File: src/rtl/irq_stat_pkg.sv
package irq_stat_pkg;

    localparam int STAT_W = 8;

    localparam int BIT_RCV   = 0;
    localparam int BIT_TXD   = 1;
    localparam int BIT_TXE   = 2;
    localparam int BIT_ALLOC = 3;

    localparam logic [STAT_W-1:0] CLEARABLE_DEF = 8'hD6;
    localparam logic [STAT_W-1:0] RESET_DEF     = 8'h04;

    typedef struct packed {
        logic              en;
        logic              sel_mask;
        logic [STAT_W-1:0] data;
    } host_wr_t;

    typedef struct packed {
        logic txq_empty;
        logic txdone_ne;
        logic rxq_ne;
    } q_flags_t;

    typedef struct packed {
        logic alloc;
        logic rx;
        logic rx_pop;
    } evt_t;

    function automatic logic [STAT_W-1:0] ack_bits(input host_wr_t w,
                                                   input logic [STAT_W-1:0] clr_ok);
        return (w.en && !w.sel_mask) ? (w.data & clr_ok) : '0;
    endfunction

endpackage

File: src/rtl/irq_stat_sources.sv
module irq_stat_sources
    import irq_stat_pkg::*;
#(
    parameter int                WIDTH     = STAT_W,
    parameter logic [WIDTH-1:0]  CLEARABLE = CLEARABLE_DEF
) (
    input  host_wr_t         host,
    input  q_flags_t         flags,
    input  evt_t             evt,
    output logic [WIDTH-1:0] set_vec,
    output logic [WIDTH-1:0] clr_vec,
    output logic             pop_req
);
    logic [WIDTH-1:0] ack;
    logic             ack_txd;

    always_comb begin
        ack     = ack_bits(host, CLEARABLE);
        ack_txd = host.en && !host.sel_mask && host.data[BIT_TXD];
        pop_req = ack_txd && flags.txdone_ne;
    end

    for (genvar b = 0; b < WIDTH; b++) begin : g_src
        if (b == BIT_RCV) begin : g_rcv
            assign set_vec[b] = evt.rx || (evt.rx_pop && flags.rxq_ne);
            assign clr_vec[b] = (evt.rx_pop && !flags.rxq_ne) || ack[b];
        end else if (b == BIT_TXD) begin : g_txd
            assign set_vec[b] = flags.txdone_ne && !ack_txd;
            assign clr_vec[b] = ack[b];
        end else if (b == BIT_TXE) begin : g_txe
            assign set_vec[b] = flags.txq_empty;
            assign clr_vec[b] = ack[b];
        end else if (b == BIT_ALLOC) begin : g_alloc
            assign set_vec[b] = evt.alloc;
            assign clr_vec[b] = ack[b];
        end else begin : g_plain
            assign set_vec[b] = 1'b0;
            assign clr_vec[b] = ack[b];
        end
    end
endmodule

File: src/rtl/irq_stat_reg.sv
module irq_stat_reg #(
    parameter int               WIDTH = 8,
    parameter logic [WIDTH-1:0] RESET = '0
) (
    input  logic             clk,
    input  logic             rst,
    input  logic [WIDTH-1:0] set_vec,
    input  logic [WIDTH-1:0] clr_vec,
    output logic [WIDTH-1:0] q
);
    for (genvar b = 0; b < WIDTH; b++) begin : g_bit
        always_ff @(posedge clk) begin
            if (rst) begin
                q[b] <= RESET[b];
            end else if (set_vec[b]) begin
                q[b] <= 1'b1;
            end else if (clr_vec[b]) begin
                q[b] <= 1'b0;
            end
        end
    end
endmodule

File: src/rtl/irq_mask_reg.sv
module irq_mask_reg
    import irq_stat_pkg::*;
#(
    parameter int WIDTH = STAT_W
) (
    input  logic             clk,
    input  logic             rst,
    input  host_wr_t         host,
    output logic [WIDTH-1:0] q
);
    always_ff @(posedge clk) begin
        if (rst) begin
            q <= '0;
        end else if (host.en && host.sel_mask) begin
            q <= host.data;
        end
    end
endmodule

File: src/rtl/irq_stat_ctrl.sv
module irq_stat_ctrl
    import irq_stat_pkg::*;
#(
    parameter int                WIDTH     = STAT_W,
    parameter logic [WIDTH-1:0]  CLEARABLE = CLEARABLE_DEF,
    parameter logic [WIDTH-1:0]  RESET_VAL = RESET_DEF
) (
    input  logic             clk,
    input  logic             rst,
    input  logic             wr_en,
    input  logic             wr_sel_mask,
    input  logic [WIDTH-1:0] wr_data,
    input  logic             txq_empty,
    input  logic             txdone_nonempty,
    input  logic             rxq_nonempty,
    input  logic             alloc_evt,
    input  logic             rx_evt,
    input  logic             rx_pop,
    output logic             irq,
    output logic             txdone_pop,
    output logic [WIDTH-1:0] status,
    output logic [WIDTH-1:0] mask
);
    host_wr_t         host;
    q_flags_t         flags;
    evt_t             evt;
    logic [WIDTH-1:0] set_vec;
    logic [WIDTH-1:0] clr_vec;

    assign host  = '{en: wr_en, sel_mask: wr_sel_mask, data: wr_data};
    assign flags = '{txq_empty: txq_empty, txdone_ne: txdone_nonempty,
                     rxq_ne: rxq_nonempty};
    assign evt   = '{alloc: alloc_evt, rx: rx_evt, rx_pop: rx_pop};

    irq_stat_sources #(.WIDTH(WIDTH), .CLEARABLE(CLEARABLE)) u_src (
        .host    (host),
        .flags   (flags),
        .evt     (evt),
        .set_vec (set_vec),
        .clr_vec (clr_vec),
        .pop_req (txdone_pop)
    );

    irq_stat_reg #(.WIDTH(WIDTH), .RESET(RESET_VAL)) u_stat (
        .clk     (clk),
        .rst     (rst),
        .set_vec (set_vec),
        .clr_vec (clr_vec),
        .q       (status)
    );

    irq_mask_reg #(.WIDTH(WIDTH)) u_mask (
        .clk  (clk),
        .rst  (rst),
        .host (host),
        .q    (mask)
    );

    assign irq = |(status & mask);
endmodule

File: config.mk
export PLATFORM = sky130hd
export DESIGN_NAME = irq_stat_ctrl
export DESIGN_NICKNAME = d
export VERILOG_FILES = /design/src/rtl/irq_stat_pkg.sv /design/src/rtl/irq_stat_sources.sv /design/src/rtl/irq_stat_reg.sv /design/src/rtl/irq_mask_reg.sv /design/src/rtl/irq_stat_ctrl.sv
export SDC_FILE = /design/constraint.sdc
export NUM_CORES = 1
export LEC_CHECK = 0
export BUFFER_PORTS_ARGS = -buffer_cell sky130_fd_sc_hd__buf_2
export CAP_MARGIN = 20
export CORE_MARGIN = 10
export CORE_UTILIZATION = 40
export DETAILED_ROUTE_END_ITERATION = 8
export PLACE_DENSITY = 0.76
export SYNTH_ARGS = -nofsm -noshare
export SYNTH_HDL_FRONTEND = slang
export SYNTH_SLANG_ARGS = --single-unit
export TNS_END_PERCENT = 50
File: constraint.sdc
create_clock -name clk -period 1 [get_ports clk]
set_clock_uncertainty 0.1 [all_clocks]
set_input_delay 0.15 -clock clk [delete_from_list [all_inputs] [get_ports clk]]
set_output_delay 0.15 -clock clk [all_outputs]
set_load 0.1 [all_outputs]
== Word level (Yosys, flattened, before mapping) ==
Cells that the tools add are included.

* Output and inout bits: 18
* Input bits: 18
* Flip-flop bits (word level): 12
* Logic and storage cells: 30

* Bitwise operators: 1
* Reductions and logical operators: 17
* Mux-type cells: 7

{| class="wikitable"
|+ Operators with widths
! kind !! number
|-
| 4-bit by 8-bit bitwise AND with 8-bit output || 1
|-
| 8-bit OR reduction || 1
|-
| 1-bit logical AND || 7
|-
| 1-bit two-way mux || 6
|-
| 2-bit nonzero test || 3
|-
| 1-bit logical NOT || 3
|-
| 3-bit two-way mux || 1
|-
| 1-bit logical OR || 2
|-
| 2-bit OR reduction || 1
|}

== Longest topological paths before layout ==
Gate-level depths: netlist of run 1.

* Depth after elaboration: 6
* Gate-level depth with buffers: 4
* Mapped depth without buffers: 2

== Hierarchy ==
From an unflattened synthesis of run 1, not the netlist that was laid out.

* Cells, all modules: 94
* Area, all modules: 837.1 um2

{| class="wikitable"
|+ By module, submodules not included
! module !! times used !! area each (um2) !! sequential area each (um2) !! cells each
|-
| irq_mask_reg || 1 || 366.6 || 160.2 || 37
|-
| irq_stat_reg || 1 || 291.5 || 160.2 || 33
|-
| irq_stat_sources || 1 || 142.6 || 0.0 || 19
|-
| irq_stat_ctrl || 1 || 36.3 || 0.0 || 5
|}

== Worst setup path before layout of run 1 ==
Ideal clock, no wire load.

* Kind: register to output
* Start point: reg u_stat.q[0]
* End point: out irq
* Required time: 750 ps
* Buffers on the path: 0
* Setup slack: -1103 ps
* Cell stages (with the launch flop): 3
* Arrival: 1853 ps
* Cells stage by stage: dfxtp_1 > a22oi_1 > nand2_1

* Cells in the longest elaborated chain, start to end: 2

{| class="wikitable"
|+ Ends and longest elaborated chain
! what !! RTL line !! RTL
|-
| start, declared || irq_stat_reg.sv:9 || <nowiki>output logic [WIDTH-1:0] q</nowiki>
|-
| start signal, assigned by index || irq_stat_reg.sv:14 || <nowiki>q[b] <= RESET[b];</nowiki>
|-
| 4-bit by 8-bit bitwise AND with 8-bit output || irq_stat_ctrl.sv:59 || <nowiki>assign irq = |(status & mask);</nowiki>
|-
| 8-bit OR reduction || irq_stat_ctrl.sv:59 ||
|-
| end, declared || irq_stat_ctrl.sv:19 || <nowiki>output logic irq,</nowiki>
|}

Every way passes these cells.

== Final worst setup path of run 1 ==
Same ends and word-level chain as after synthesis.

==> results, run 1 <==
- The worst setup path is captured at an output port.
- The number of diodes is 0.
- The number of vias per cell after detailed routing is 5.01.
- The cell sitting at the root of the clock tree is a clkbuf_4.
- The final reports fail on negative setup slack.
- For the worst flop-to-flop path, the logic depth is 3.
- Before antenna repair, the detailed router went through 2 iterations.
- In the synthesized netlist the dominant register cell turns out to be dfxtp_1.
- The library cell used most frequently in the layout, excluding fill and tap cells, is buf_2.
- The total power density per cell area is around 1200 nW/um^2.
- The Yosys step of the flow raised 0 warnings.
- Leaving out filler cells and counting taps, the final layout contains between 100 and 150.
- The die covers 3360 sq um.
- The startpoint class of the critical path is a register.
- The max-cap violation count is 0.
- In the final layout, the share of cells above drive strength 1 is 0.724.
- 36 I/O pins were placed.
- The share of synthesized area in the top cell type comes to 0.416.
- The post-synthesis cell count is 60.
- The cell area that synthesis handed to floorplanning was 577 sq um.
- The total core area is 1330 sq um.
- Sorting the synthesized cells by area gives the leading types as dfxtp_1 42%, a21bo_2 12%, a21oi_1 6.9%, nand3_1 6.9%, buf_4 6.5%.
- The number of hold violations in the final report is 0.
- In this run, synthesis produced a sequential element count of 12.
- The area after detailed placement is 1070 sq um.
- In this run, placement finished with an instance count of 114.
- The layout-stage area growth over the synthesis result is 101%.
- The floorplan die height is 58.0 um.
- The number of input and output port buffers inserted is 31.
- The filler cell count is 64.
- The number of clock sinks seen by CTS is 12.
- The capture instance of the worst register-to-register path is u_stat.q[2].
- Static timing analysis puts the maximum clock frequency at 730 MHz.
- The setup TNS after final layout is -1.61 ns.
- The first global-routing pass estimated around 3 mm of wire.
- Data on the critical path arrives at its endpoint at 1.12 ns.
- The setup violation total in the final timing report is 14.
- The share of the Yosys chip area taken by registers is 0.416.
- In the synthesized netlist the async set-or-reset flop fraction comes to 0.
- The class of the tightest hold or removal check is primary input to register.
- The worst register-to-register path begins at u_stat.q[2].
- The max-slew violation total from the final report is 0.
- The biggest area contributor in the post-synthesis netlist is dfxtp_1.
- The routed wire length is 1.99 mm.
- In the routed design, unresolved DRC markers number 0.
- The via count of the first global-routing pass is 659.
- The highest net fanout along the worst path is 2.
- The type of the worst setup path is register to output port.
- The number of H-tree branching levels is 1.
- The routed length per instance is 16.6 um.
- The final design area excluding fillers is 1160 sq um.
- Along the worst hold path, the cell count comes to 2.
- The row count is 13.
- The floorplan step set the die width to 58.0 um.
- The total number of nets in the final design is about 130.
- The worst setup slack for register-to-register paths is -0.07 ns.
- The number of nets with antenna violations after routing is 0.
- The clock reaches the later pin of the worst-skew pair after 0.25 ns.
- The initial core utilization is 0.432.
- In this run the most critical hold path is launched from wr_data[1].
- Data on the critical path is required at its endpoint by 0.75 ns.
- At the placement stage, the worst setup path has a slack of -0.0697 ns.
- The residual overflow from global routing is 0.
- The end point of the most critical hold path is u_stat.q[1].
- In this run the static leakage power is 0.505 nW.
- Yosys mapped a number of flops with a built-in enable equal to 0.
- After the first detailed-routing iteration, the DRC count stood at 6.
- The start point of the critical path is u_stat.q[0].
- The worst path in the final design needs a cycle of 1.37 ns, including I/O delays and setup.
- In the finished design, the share of the clock period the worst path needs comes to 1.37.
- The initial antenna violation count came to 0.
- The global-route usage over all layers is 0.116.
- The maximum clock path buffer count is 2.
- Counting distinct cell types in the post-synthesis netlist gives 20.
- Setup repair after global routing could not meet its margin everywhere.
- Once routing completed, OpenROAD measured the worst setup slack at -0.370 ns.
- The congestion estimate from routability-driven global placement came to 0.801.
- The flow ran to the end, but the final reports show violations.
- Clock-pin slew was measured on the worst setup and hold paths at 0.06 ns.
- A synthesized cell averages 9.61 sq um.
- The CTS tree is built.
- VDD sags by at most 0.880 mV.
- The library cells used most frequently in the layout, excluding fill and tap cells, are 15 x buf_2, 14 x buf_12, 12 x dfxtp_4, 9 x buf_6, 8 x nand3_1.
- Summing over every cut layer, the via total after detailed routing is 601.
- The total clock buffers created by CTS is 3.
- The maximum number of pins on one net before global-route repair is 13.
[cells in the mapped netlist (2+ instances only)]
cell and n:
a21bo_2 7, a21oi_1 8, a22oi_1 2, buf_4 5
buf_6 3, dfxtp_1 12, nand3_1 8, nor2_1 3
[per-stage QoR]
stage | utilization | hold slack [ns] | total power, mW
2_1_floorplan | - | 0.116 | 0.903
3_3_place_gp | 0.799 | 0.243 | 1.10
3_5_place_dp | 0.799 | 0.234 | 1.11
4_1_cts | 0.856 | 0.0121 | 1.40
5_1_grt | 0.869 | 0.0246 | 1.46
6_report | 0.869 | 0.0305 | 1.40
[registers in the layout, indices dropped and copies added, names as in the netlist]
signal / flops
u_stat.q: 4
u_mask.q: 8
[worst max-delay path by stage]
stage / slack, ns / cells past startpoint / endpoint
floorplan: -0.19 / 2 / irq
global placement: -0.04 / 3 / irq
detailed placement: -0.07 / 3 / irq
CTS: -0.36 / 3 / irq
global route: -0.39 / 3 / irq
finish: -0.37 / 3 / irq
[worst max-delay path: stages (launching register included)]
cell	delay [ns]
dfxtp_4	0.35
a22oi_2	0.25
nand2_4	0.09
buf_12	0.17
[where the power goes]
| part | leakage [nW] | switching [mW] | total [mW] | internal, mW |
|---|---|---|---|---|
| clock network | 0.0138 | 0.136 | 0.275 | 0.139 |
| registers | 0.106 | 0.0238 | 0.512 | 0.488 |
| logic | 0.386 | 0.386 | 0.614 | 0.228 |
[layer usage]
metal	share of wire	up-vias	track usage	routed length [um]
met5	0	-	0	0
met1	0.34	279	0.105	684
met3	0.091	4	0.0566	181
met4	0.021	0	0.0537	42
met2	0.54	23	0.210	1080
li1	-	295	-	-
[layout make-up]
class | count | area, sq um | area share
clock buffer | 3 | 22.5 | 0.0194
inverter | 2 | 7.51 | 0.00648
multi-input combinational | 40 | 288 | 0.248
sequential | 12 | 285 | 0.246
tap | 15 | 18.8 | 0.0162
timing repair buffer | 48 | 537 | 0.463
[what timing repair did]
item | CTS | global route
buffers inserted | 1 | 2
resized for setup | 7 | 7
endpoints found under the setup margin | 13 | 16
hold buffers | 2 | 0
hold endpoints to repair | 2 | 0
pin swaps | 0 | 1
gates cloned | 0 | 0
[cell families after synthesis]
| logic type | synth area share |
|---|---|
| AOI/OAI and AO/OA | 0.291 |
| and+or+nand+nor | 0.124 |
| DFF | 0.416 |
| buffers and inverters | 0.145 |
| muxes | 0.0174 |
| other | 0.00650 |
Note: power is estimated with default switching activity, not from simulation.
==> run 2: changes to the inputs <==
Settings changed: RECOVER_POWER set to 50.
==> run 2 against run 1 <==
The flow still finishes with violations (negative setup slack); register-to-register slack about the same; worst setup slack about the same; final cell count unchanged; fmax about the same; hold slack improved by 0.0011 ns; largest power group unchanged; highest routed layer unchanged.
==> results, run 2 (synthesized netlist as in run 1, its figures left out) <==
- The run finished, with violations left.
- The checks that failed: negative setup slack.
- The count of pins on the block boundary is 36.
- Port buffering added 31 buffers.
- The largest registers in the layout are u_mask.q: 8 flops, u_stat.q: 4 flops.
- In this run the power density over the cells is approximately 1200 nW/um^2.
- The number of hold violations in the final report is 0.
- The least setup slack across all paths after layout is -0.370 ns.
- The path class of the tightest hold or removal check is primary input to register.
- Entering global routing, the biggest net connects 13 pins.
- The CTS tree is built.
- The setup violation total in the final timing report is 14.
- The kind of cell adding the most delay to the critical path is flip-flops.
- After clock tree synthesis, the clock-pin slew on the worst setup and hold paths is 0.06 ns.
- At the worst endpoint, the arrival time is 1.12 ns.
- The die is 58.0 um tall.
- The max-slew violation total from the final report came to 0.
- The critical path starts at u_stat.q[0].
- The signal on the critical path passes through a22oi_2 -> nand2_4 -> buf_12.
- The worst hold path passes through 2 cells.
- Before CTS, the worst setup slack after placement is -0.0697 ns.
- The initial core utilization is 0.432.
- Dividing the detail-routed wire length by the instance count gives 16.7 um.
- The region available for standard cell placement spans 1330 sq um.
- Across every metal layer, demand over resource in global routing totals 0.116.
- The met3 track demand over resource in global routing is 0.0566.
- The delay of the slowest cell on the worst path is 0.35 ns.
- For this run, design rule violations remaining after detail routing come to 0.
- The worst path buffer plus inverter count is 1.
- The worst setup slack for register-to-register paths is -0.07 ns.
- The start point of the worst min-delay path is wr_data[1].
- In the finished design, the share of the clock period the worst path needs comes to 1.37.
- The maximum clock path buffer count is 2.
- The register with the most flip-flops in the layout has 8 of them.
- The global-route wire length before repair is around 3 mm.
- In the layout the commonest cells are 15 x buf_2, 14 x buf_12, 9 x buf_6, 8 x nand3_1, 8 x dfxtp_4.
- The most crowded layer after global routing is met2.
- The number of detailed-route iterations in the first pass is 2.
- Leaving out fill and tap cells, the most frequent cell in the layout is buf_2.
- Of the cells placed in the final design, the portion with a size suffix greater than 1 is 0.686.
- The worst setup path is launched from a register.
- The layout-stage area growth over the synthesis result is 98.3%.
- The routed layout has 611 vias.
- The worst reg2reg path startpoint is u_stat.q[2].
- The required arrival time at the worst endpoint is 0.75 ns.
- The number of clock sinks seen by CTS is 12.
- The global routing usage on met1 is 0.105.
- More flip-flops sit in one register than any other, and that register is u_mask.q.
- The initial antenna violation count was 0.
- The die covers 3360 sq um.
- Once placement completed, the tool counted placed cells totaling 114.
- Across the VDD grid, the largest voltage drop is 0.880 mV.
- The number of nets with antenna violations after routing is 0.
- The met2 routing resource usage after global routing is 0.210.
- STA classifies the critical path endpoint as an output port.
- The highest achievable clock rate is 730 MHz.
- The final estimated routing congestion in global placement is 0.801.
- The via count of the first global-routing pass is 659.
- The clock latency on the worst-skew pair is 0.26 ns.
- Among all stages on the critical path, the largest delay is contributed by dfxtp_4.
- For this design the static power due to leakage is 0.503 nW.
- The floorplan has 13 rows.
- The final layout contains routed wiring with a total length of 2.00 mm.
- The setup path with the least slack is of type register to output port.
- The number of antenna diodes in the final layout is 0.
- The number of H-tree branching levels is 1.
- Measured in cells, the most critical reg-to-reg path has a length of 3.
- The floorplan step set the die width to 58.0 um.
- The end point of the most critical hold path is u_stat.q[1].
- The root buffer cell is clkbuf_4.
- The number of vias per cell after detailed routing is 5.09.
- The tool flagged a number of max-cap violations equal to 0.
- The capture instance of the worst register-to-register path is u_stat.q[2].
- In this run, CTS created clock tree buffers numbering 3.
- The residual overflow from global routing is 0.
- In this run the worst path has a maximum fanout of 2.
- The time the worst path needs with I/O delays and setup is 1.37 ns.
- The total number of nets in the final design is roughly 130.
- The number of standard cells in the final layout excluding fillers is 120.
- Setup repair after global routing could not meet its margin everywhere.
- The number of DRC markers after the initial detailed-route iteration is 5.
-- run 2: cell count changes in the layout (fill, tap and decap cells not counted) --
cell / previous run / this run
dfxtp_1: 0 / 4
dfxtp_4: 12 / 8
-- run 2: worst max path at each step --
| stage | endpoint | slack (ns) | cells past startpoint |
|---|---|---|---|
| floorplan | irq | -0.19 | 2 |
| global placement | irq | -0.04 | 3 |
| detailed placement | irq | -0.07 | 3 |
| CTS | irq | -0.36 | 3 |
| global route | irq | -0.39 | 3 |
| finish | irq | -0.37 | 3 |
-- run 2: metal layers --
metal,routed length (um),part of all wire,vias up
li1,-,-,295
met1,684,0.34,289
met2,1090,0.55,23
met3,181,0.091,4
met4,42,0.021,0
met5,0,0,-
-- run 2: worst register-to-register path, cell delays in order (launching register included) --
cell and delay [ns]:
dfxtp_4 0.35, buf_6 0.11, buf_4 0.12, a211o_1 0.27
-- run 2: layout make-up --
type | count | area, sq um
clock buffers | 3 | 22.5
fillers | 72 | 190
inverters | 2 | 7.51
multi-input cells | 40 | 288
flip-flops and latches | 12 | 270
well taps | 15 | 18.8
repair buffers | 48 | 537
-- run 2: power by group --
group	switching, mW	internal [mW]
Sequential	0.0237	0.494
Combinational	0.386	0.228
Clock	0.137	0.139
Total	0.547	0.860
-- run 2: stage by stage --
step	utilization	setup TNS, ns	power [mW]	hold slack (ns)	area (sq um)
after global routing	0.857	-2.16	1.46	0.0246	1140
after CTS	0.856	-1.73	1.40	0.0121	1140
final	0.857	-1.79	1.41	0.0316	1140
after floorplan	-	-0.581	0.903	0.116	657
after global placement	0.799	-0.0354	1.10	0.243	1070
after detailed placement	0.799	-0.0697	1.11	0.234	1070
-- run 2: repair_timing --
item                                    4_1_cts  5_1_grt
cloned                                        0        0
hold buffers                                  2        0
endpoints found under the setup margin       13       16
endpoints found under the hold margin         2        0
pin swaps                                     0        1
gates resized for setup                       7        7
buffers inserted                              1        2
==> run 3: changes to the inputs <==
Settings changed: SETUP_SLACK_MARGIN set to 0.1.
==> run 3 against run 2 <==
The flow finishes with violations (negative hold slack, negative setup slack); combinational power decreased by 1%; flip-flop and latch count stayed put; sequential power about the same; first-iteration DRC count grew to 3.4 times the previous value; count of clock-buffer cells in the layout did not move; register-to-register slack improved by 0.03 ns; largest cell class unchanged.
==> results, run 3 (synthesized netlist as in run 1, its figures left out) <==
- The final estimated routing congestion in global placement is around 0.75.
- The max-cap violation count is 0.
- For this run, the top clock speed supported by timing is around 760 MHz.
- The HPWL after detailed placement is about 1.5 mm.
- The row count is 13.
- The number of vias per cell after detailed routing is around 5.3.
- The worst path buffer plus inverter count is 1.
- In this run, placement finished with an instance count of about 110.
- Setup slack on the critical path of the routed design comes to -0.322 ns.
- The number of cells on the worst hold path is 2.
- The residual overflow from global routing is 0.
- The floorplan step defined a die boundary enclosing 3360 sq um.
- The number of hold violations in the final report came to 2.
- The end point of the most critical hold path is u_stat.q[2].
- In the layout the commonest cells are 15 x buf_2, 14 x buf_12, 8 x nand3_1.
- The min-delay analysis places its worst path in the category primary input to register.
- IR analysis of the VDD net gives a maximum drop of 1.03 mV.
- The maximum clock path buffer count is 2.
- Compared with the post-synthesis result, the final layout area differs by 93.3%.
- Clock-pin slew was measured on the worst setup and hold paths at approximately 0.070 ns.
- The design draws 1.42 mW.
- The final reports fail on negative hold slack, negative setup slack.
- After routing the design area is 1110 sq um.
- The via count of the first global-routing pass was 660.
- The number of standard cells in the final layout excluding fillers is 117.
- For this design, the slowest cell found on the critical path is dfxtp_4.
- The highest layer touched by signal routing is met4.
- The worst register-to-register path has a setup slack of -0.04 ns.
- Tracing the worst setup path back leads to its startpoint at u_stat.q[1].
- The total clock buffers created by CTS is 3.
- The wire length on met2 is 1.11 mm.
- TritonCTS built the clock tree.
- The initial antenna violation count is 0.
- The number of DRC markers after the initial detailed-route iteration is 17.
- The remaining routing DRC violations is 0.
- Setup repair after global routing could not meet its margin everywhere.
- The register ranked first by flip-flop count is u_mask.q.
- The routed length per instance is ~19 um.
- For this design the top-level I/O count stands at 36.
- The type of the worst setup path is register to output port.
- The global-route usage over all layers is 0.115.
- The clock latency on the worst-skew pair is 0.27 ns.
- The flow ran to the end, but the final reports show violations.
- The total core area is 1330 sq um.
- The wire length on met1 is 840 um.
- The floorplan die height is 58.0 um.
- The cell leakage power is between 0.4 and 0.5 nW.
- Measured along the x axis, the die boundary spans 58.0 um.
- The largest registers in the layout are u_mask.q: 8 flops, u_stat.q: 4 flops.
- The tree built by TritonCTS fans out to 12 sinks.
- The share of cells above drive strength 1 is 0.696.
- The worst reg2reg path startpoint is u_stat.q[2].
- The tightest hold path in the finished design has a slack of -0.0111 ns.
- The number of flip-flops under the largest register name is 8.
- The count of nets left with antenna violations once routing finished came out at 0.
- The capture instance of the worst register-to-register path is u_stat.q[2].
- For this block, the routed nets add up to 2.20 mm of wire.
- Data arrives at the worst endpoint at 1.07 ns.
- Adding up every negative setup slack in the final design gives -2.05 ns.
- The maximum number of pins on one net before global-route repair is 13.
- Along the worst path, the maximum fanout reaches 2.
- The start point of the worst min-delay path is txq_empty.
- In this run the cell area measured after placement is 1050 sq um.
- The required arrival time at the worst endpoint is between 0.7 and 0.8 ns.
- The root buffer cell is clkbuf_4.
- The number of cells on the worst reg-to-reg path is 3.
- The number of H-tree branching levels is 1.
- The ratio of final minimum period to clock period is 1.32.
- Traced cell by cell, the critical path runs through a22oi_2 -> nand2_4 -> buf_12.
- The total number of nets in the final design is 121.
- For the finished layout, the period the worst path requires is 1.32 ns.
- In this run the power density over the cells is 1270 nW/um^2.
- In this run the number of cells on the critical path is 3.
- At the placement stage, the worst setup path has a slack of -0.0423 ns.
- The detailed router placed around 630 vias in this run.
- The number of diodes is 0.
- The delay of the slowest cell on the worst path is roughly 0.34 ns.
- The most common library cell in the layout ignoring fill and taps is buf_2.
- The count of buffers added on input and output ports is 31.
- The post-layout utilization of the core is 0.836.
- Setup violations remaining at the end of the flow were counted as 14.
- The kind of capture point of the worst setup path is an output port.
- The startpoint class of the critical path is a register.
- The wire length on met3 is 248 um.
- The max-slew violation total from the final report came to 0.
- The global-route wire length before repair is 3.15 mm.
- The kind of cell adding the most delay to the critical path is flip-flops.
- The first TritonRoute pass finished after 4 iterations.
- The initial core utilization is 0.432.
-- run 3: cell types whose count changed in the layout (fill, tap and decap cells not counted), moves of 2 or more --
cell / previous run / this run
dlygate4sd3_1: 2 / 0
a21oi_1: 7 / 4
a21oi_2: 2 / 5
buf_6: 9 / 6
-- run 3: cell type report --
type,count,area [sq um]
clock buffer,3,22.5
multi-input combinational,40,299
inverter,2,10.0
clock inverter,1,3.75
sequential,12,267
tap,15,18.8
timing repair buffer,44,494
fill,82,219
-- run 3: how the worst max path moves through the flow --
stage          slack (ns)   to
2_1_floorplan       -0.19  irq
3_3_place_gp        -0.04  irq
3_5_place_dp        -0.04  irq
4_1_cts             -0.33  irq
5_1_grt             -0.36  irq
6_report            -0.32  irq
-- run 3: per-layer routing --
| metal | up-vias | GRT usage |
|---|---|---|
| met5 | - | 0 |
| met4 | 0 | 0.0336 |
| met3 | 2 | 0.0654 |
| met2 | 40 | 0.196 |
| met1 | 296 | 0.118 |
| li1 | 287 | - |
-- run 3: what timing repair did --
action	4_1_cts	5_1_grt
resized for setup	14	5
endpoints found under the setup margin	19	21
hold endpoints to repair	1	1
buffers inserted	0	5
pin swaps	2	4
-- run 3: where the power goes --
| group | switching (mW) | internal (mW) |
|---|---|---|
| logic | 0.391 | 0.215 |
| clock network | 0.148 | 0.144 |
| registers | 0.0239 | 0.494 |
| total | 0.563 | 0.853 |
